==> config.mk <==
export PLATFORM = sky130hd
export DESIGN_NAME = boot_overlay_decoder
export DESIGN_NICKNAME = d
export VERILOG_FILES = /design/src/rtl/bod_pkg.sv /design/src/rtl/bod_region_dec.sv /design/src/rtl/bod_boot_flag.sv /design/src/rtl/bod_cycle_ctl.sv /design/src/rtl/boot_overlay_decoder.sv
export SDC_FILE = /design/constraint.sdc
export NUM_CORES = 1
export LEC_CHECK = 0
export BUFFER_PORTS_ARGS = -buffer_cell sky130_fd_sc_hd__buf_2
export CAP_MARGIN = 20
export CELL_PAD_IN_SITES_DETAIL_PLACEMENT = 1
export CELL_PAD_IN_SITES_GLOBAL_PLACEMENT = 1
export CORE_AREA = 2 2 39 41
export CTS_CLUSTER_SIZE = 14
export DETAILED_ROUTE_END_ITERATION = 8
export DIE_AREA = 0 0 41 43
export PLACE_DENSITY = 0.72
export REMOVE_ABC_BUFFERS = 1
export SETUP_SLACK_MARGIN = 0.5
export SYNTH_ARGS = -nofsm -noshare
export SYNTH_HDL_FRONTEND = slang
export SYNTH_SLANG_ARGS = --single-unit
==> constraint.sdc <==
create_clock -name clk -period 0.9 [get_ports clk]
set_clock_uncertainty 0.1 [all_clocks]
set_input_delay 0.09 -clock clk [delete_from_list [all_inputs] [get_ports clk]]
set_output_delay 0.09 -clock clk [all_outputs]
set_load 0.005 [all_outputs]
==> src/rtl/bod_pkg.sv <==
package bod_pkg;

  typedef struct packed {
    logic ram;
    logic rom;
    logic slow;
    logic clr;
  } region_t;

  function automatic logic bank_high(input logic a_bank, input logic overlay);
    return a_bank | overlay;
  endfunction

  function automatic region_t decode_region(input logic strobe,
                                            input logic a_io,
                                            input logic a_bank,
                                            input logic a_fast,
                                            input logic overlay);
    region_t r;
    r.ram  = strobe & ~a_io & ~bank_high(a_bank, overlay);
    r.rom  = strobe & ~a_io &  bank_high(a_bank, overlay);
    r.slow = strobe &  a_io & ~a_fast;
    r.clr  = strobe &  a_io &  bank_high(a_bank, overlay);
    return r;
  endfunction

  function automatic logic ack_low(input logic slow_req, input logic wait_req);
    return ~(slow_req | wait_req);
  endfunction

endpackage

==> src/rtl/bod_region_dec.sv <==
module bod_region_dec
  import bod_pkg::*;
#(
  parameter int ADDR_W   = 20,
  parameter int SLOW_BIT = 14
) (
  input  logic [ADDR_W-1:0] addr,
  input  logic              as_n,
  input  logic              overlay,
  output region_t           region
);
  localparam int IO_BIT   = ADDR_W - 1;
  localparam int BANK_BIT = ADDR_W - 2;

  logic strobe;
  assign strobe = ~as_n;

  always_comb begin
    region = decode_region(strobe, addr[IO_BIT], addr[BANK_BIT],
                           addr[SLOW_BIT], overlay);
  end
endmodule

==> src/rtl/bod_boot_flag.sv <==
module bod_boot_flag (
  input  logic clk,
  input  logic rst_n,
  input  logic as_n,
  input  logic clear_req,
  output logic overlay
);
  logic pend_q;
  logic init_q;
  logic strobe_end;

  assign strobe_end = as_n;
  assign overlay    = init_q;

  always_ff @(posedge clk) begin
    if (!rst_n) begin
      init_q <= 1'b1;
      pend_q <= 1'b0;
    end else if (strobe_end) begin
      if (pend_q) init_q <= 1'b0;
      pend_q <= 1'b0;
    end else if (clear_req) begin
      pend_q <= 1'b1;
    end
  end


  reset_sets_flag_chk: assert property (@(posedge clk) !rst_n |=> init_q);

  clear_at_end_chk: assert property (@(posedge clk) disable iff (!rst_n)
    (pend_q && as_n) |=> !init_q);

  hold_during_cycle_chk: assert property (@(posedge clk) disable iff (!rst_n)
    (init_q && !as_n) |=> init_q);

  stays_clear_chk: assert property (@(posedge clk) disable iff (!rst_n)
    !init_q |=> !init_q);
endmodule

==> src/rtl/bod_cycle_ctl.sv <==
module bod_cycle_ctl
  import bod_pkg::*;
(
  input  logic wr_n,
  input  logic wait_n,
  input  logic slow_req,
  output logic rd_n,
  output logic we_n,
  output logic dtack_n
);
  logic ack;
  assign ack     = ack_low(slow_req, ~wait_n);
  assign dtack_n = ~ack;
  assign rd_n    = ~wr_n;
  assign we_n    = wr_n;
endmodule

==> src/rtl/boot_overlay_decoder.sv <==
module boot_overlay_decoder
  import bod_pkg::*;
#(
  parameter int ADDR_W   = 20,
  parameter int SLOW_BIT = 14,
  parameter int LVL_LO   = 1,
  parameter int LVL_W    = 3
) (
  input  logic              clk,
  input  logic              rst_n,
  input  logic [ADDR_W-1:0] addr,
  input  logic              as_n,
  input  logic              wr_n,
  input  logic              wait_n,
  output logic              ram_sel_n,
  output logic              rom_sel_n,
  output logic              rd_n,
  output logic              we_n,
  output logic              dtack_n,
  output logic              slow_n
);
  localparam int IO_BIT = ADDR_W - 1;
  localparam logic [ADDR_W-1:0] LVL_MASK =
    ADDR_W'(((1 << LVL_W) - 1) << LVL_LO);

  region_t region;
  logic    overlay;
  logic    clear_req;

  bod_region_dec #(.ADDR_W(ADDR_W), .SLOW_BIT(SLOW_BIT)) u_dec (
    .addr    (addr),
    .as_n    (as_n),
    .overlay (overlay),
    .region  (region)
  );

  assign clear_req = region.clr;

  bod_boot_flag u_flag (
    .clk       (clk),
    .rst_n     (rst_n),
    .as_n      (as_n),
    .clear_req (clear_req),
    .overlay   (overlay)
  );

  bod_cycle_ctl u_ctl (
    .wr_n     (wr_n),
    .wait_n   (wait_n),
    .slow_req (region.slow),
    .rd_n     (rd_n),
    .we_n     (we_n),
    .dtack_n  (dtack_n)
  );

  assign ram_sel_n = ~region.ram;
  assign rom_sel_n = ~region.rom;
  assign slow_n    = ~region.slow;


  strobe_gate_chk: assert property (@(posedge clk) disable iff (!rst_n)
    as_n |-> (ram_sel_n && rom_sel_n && slow_n));

  overlay_no_ram_chk: assert property (@(posedge clk) disable iff (!rst_n)
    overlay |-> ram_sel_n);

  io_no_mem_chk: assert property (@(posedge clk) disable iff (!rst_n)
    addr[IO_BIT] |-> (ram_sel_n && rom_sel_n));

  slow_holds_ack_chk: assert property (@(posedge clk) disable iff (!rst_n)
    (!slow_n || !wait_n) |-> dtack_n);

  rw_exclusive_chk: assert property (@(posedge clk) disable iff (!rst_n)
    rd_n != we_n);

  intack_fast_chk: assert property (@(posedge clk) disable iff (!rst_n)
    ((~addr & ~LVL_MASK) == '0) |-> slow_n);
endmodule

==> results.cfg <==
[status]
status = finished, violations left
violations = hold timing, setup timing

[clocking]
path_clk_slew_ns = 0.03
numCtsBuffers = 3
cts_max_level = 1
cts_tree = yes
cts_setup_buffers = 0
clkSinkCount = 2
clock_latency_ns = 0.22
ctsRootBufferMaster = clkbuf_4
clockBufferDepth = 2

[synth]
ys_ff_latch = 2
synth_top_family_by_area = simple AND/OR/NAND/NOR gates
synth_xor_area_frac = 0
yosysUniqueCellTypes = 10
synthMuxAreaShare = 0
syn_area_um2 = 111
synth-simple-area-share = 0.404
synth.avg_cell_area_um2 = 7.42
ys_seq_area_frac = 0.360
synth-compound-area-share = 0.135
syn_inst = 15
yosysWarnings = 0
synth_fa_ha_area_frac = 0

[power_and_ir_drop]
vdd_ir_drop_max_v = 0.000414
p_comb_frac = 0.210
p_seq_frac = 0.267
power_switching_mw = 0.0730
swShare = 0.199
power_frac_clock = 0.522
p_int_mw = 0.293
p_leak_nw = 0.129
power.density_nw_per_um2 = 1320

[final_layout]
area_delta_synth_final_pct = 149
drive_above_1_share = 0.719
final_area_um2 = 278
finalNetCount = 59
antenna_cells = 0

[sta]
max_freq_ghz = 1.02
finalCritPeriodShare = 1.09
tightest_slew_ns = 0.212
fin_hold_ws_ns = -0.0540
rsz0062_at_grt = yes
finalSetupViolations = 3
period_minus_slack_ns = 0.977
final-max-slew-violation-count = 0
finalWorstSetupSlack_ns = -0.0769
maxSlewHeadroom = 0.857
setup_tns_ns = -0.145
hold_violations = 1

[job]
max-cap-violations = 0

[placed_design]
hpwl_um = 290
io_buffers = 13
dp_slack_ns = -0.0366
routabilityCongestion = 0.545
postPlaceCellArea_um2 = 204

[setup_path]
cp_max_fo = 4
start_kind = register
path_class = register to output port
cp-end-kind = output port
arrival_ns = 0.79
cp.required_ns = 0.71
r2r_setup_slack_ns = 0.07

[route]
met1_length_um = 148
met3_length_um = 57
routed.top_layer = met3
vias = 165
wl_met2_um = 143
drc_errors = 0
first_pass_iters = 1
drt-total-wl_um = 348
vias_per_cell = 3.44
drtIter0Drc = 0
wire_per_inst_um = 7.25
antenna_left = 0

[grt]
grt_max_degree = 5
grt_pass1_vias = 146
grt_overflow = 0
gr-usage-all-layers = 0.0511
antenna_found_initial = 0
grt_pass1_wl_um = 531

[floorplan]
rows = 14
dieWidth_um = 41
die_h_um = 43
num_io_pins = 31
start_util = 0.0805
coreArea_um2 = 1380
die_area_um2 = 1760

[hold_path]
hp-class = input port to register
-- layer usage --
metal  vias up  track usage
li1         84            -
met1        70       0.0447
met2        11       0.0594
met3         0       0.0628
met4         0       0.0400
met5         -            0
-- final timing paths --
kind,startpoint,endpoint,cells after the start
max,u_flag.overlay,ram_sel_n,3
min,rst_n,u_flag.overlay,2
max reg2reg,u_flag.overlay,u_flag.pend_q,2
min reg2reg,u_flag.pend_q,u_flag.pend_q,2
-- through the flow --
stage | std cells | util | power (mW)
after floorplan | 14 | - | 0.114
after global placement | 45 | 0.147 | 0.151
after global routing | 48 | 0.201 | 0.399
final | 48 | 0.201 | 0.366
after CTS | 48 | 0.179 | 0.368
after detailed placement | 45 | 0.147 | 0.153
-- cells in the mapped netlist, drive strengths merged --
| cell | count | area, µm² |
|---|---|---|
| a21bo | 1 | 10.0 |
| buf | 1 | 7.51 |
| or3b | 1 | 8.76 |
| nand2 | 3 | 11.3 |
| inv | 1 | 3.75 |
| nor4b | 1 | 8.76 |
| nor2 | 3 | 11.3 |
| dfxtp | 2 | 40.0 |
| nor3 | 1 | 5.00 |
| o21ai | 1 | 5.00 |
-- layout make-up --
cell class	count	area (µm²)
timing repair buffer	15	121
multi-input combinational	11	62.6
clock buffer	3	22.5
sequential	2	42.5
fill	170	1110
inverter	1	8.76
tap	16	20.0
-- cell families (layout without fill, tap and decap cells) --
group,count (synthesis),count (layout)
flops,2,2
simple gates,9,9
buf+inv,2,19
compound gates,2,2
-- cells in the final DEF (no fill, tap or decap) --
master | synthesis | final
nor4b_1 | 1 | 1
nor3_1 | 1 | 1
or3b_4 | 0 | 1
buf_8 | 0 | 1
dfxtp_2 | 0 | 2
buf_6 | 0 | 5
nand2_1 | 3 | 3
clkbuf_4 | 0 | 3
nor2_1 | 3 | 3
a21bo_2 | 1 | 1
buf_4 | 1 | 2
clkinv_4 | 0 | 1
o21ai_1 | 0 | 1
buf_2 | 0 | 7
-- registers in the layout (all words and copies together) (netlist names) --
| name | count |
|---|---|
| u_flag.overlay | 1 |
| u_flag.pend_q | 1 |
-- repair_timing --
action,CTS,global route
setup endpoints to repair,8,8
cloned,0,0
endpoints found under the hold margin,1,1
resized for setup,7,7
pin swaps,4,1
-- power groups by stage --
stage / Sequential (mW) / Combinational [mW] / Clock [mW]
floorplan: 0.0971 / 0.0164 / 0
global route: 0.0984 / 0.0853 / 0.216
detailed placement: 0.0979 / 0.0547 / 0
CTS: 0.0978 / 0.0645 / 0.206
finish: 0.0979 / 0.0771 / 0.191
global placement: 0.0976 / 0.0535 / 0
-- worst max-delay path, cell delays in order, from the launching register on --
cell and delay [ns]:
dfxtp_2 0.32, nor2_1 0.08, nand2_1 0.05, buf_2 0.12
Note: power is estimated with default switching activity, not from simulation.
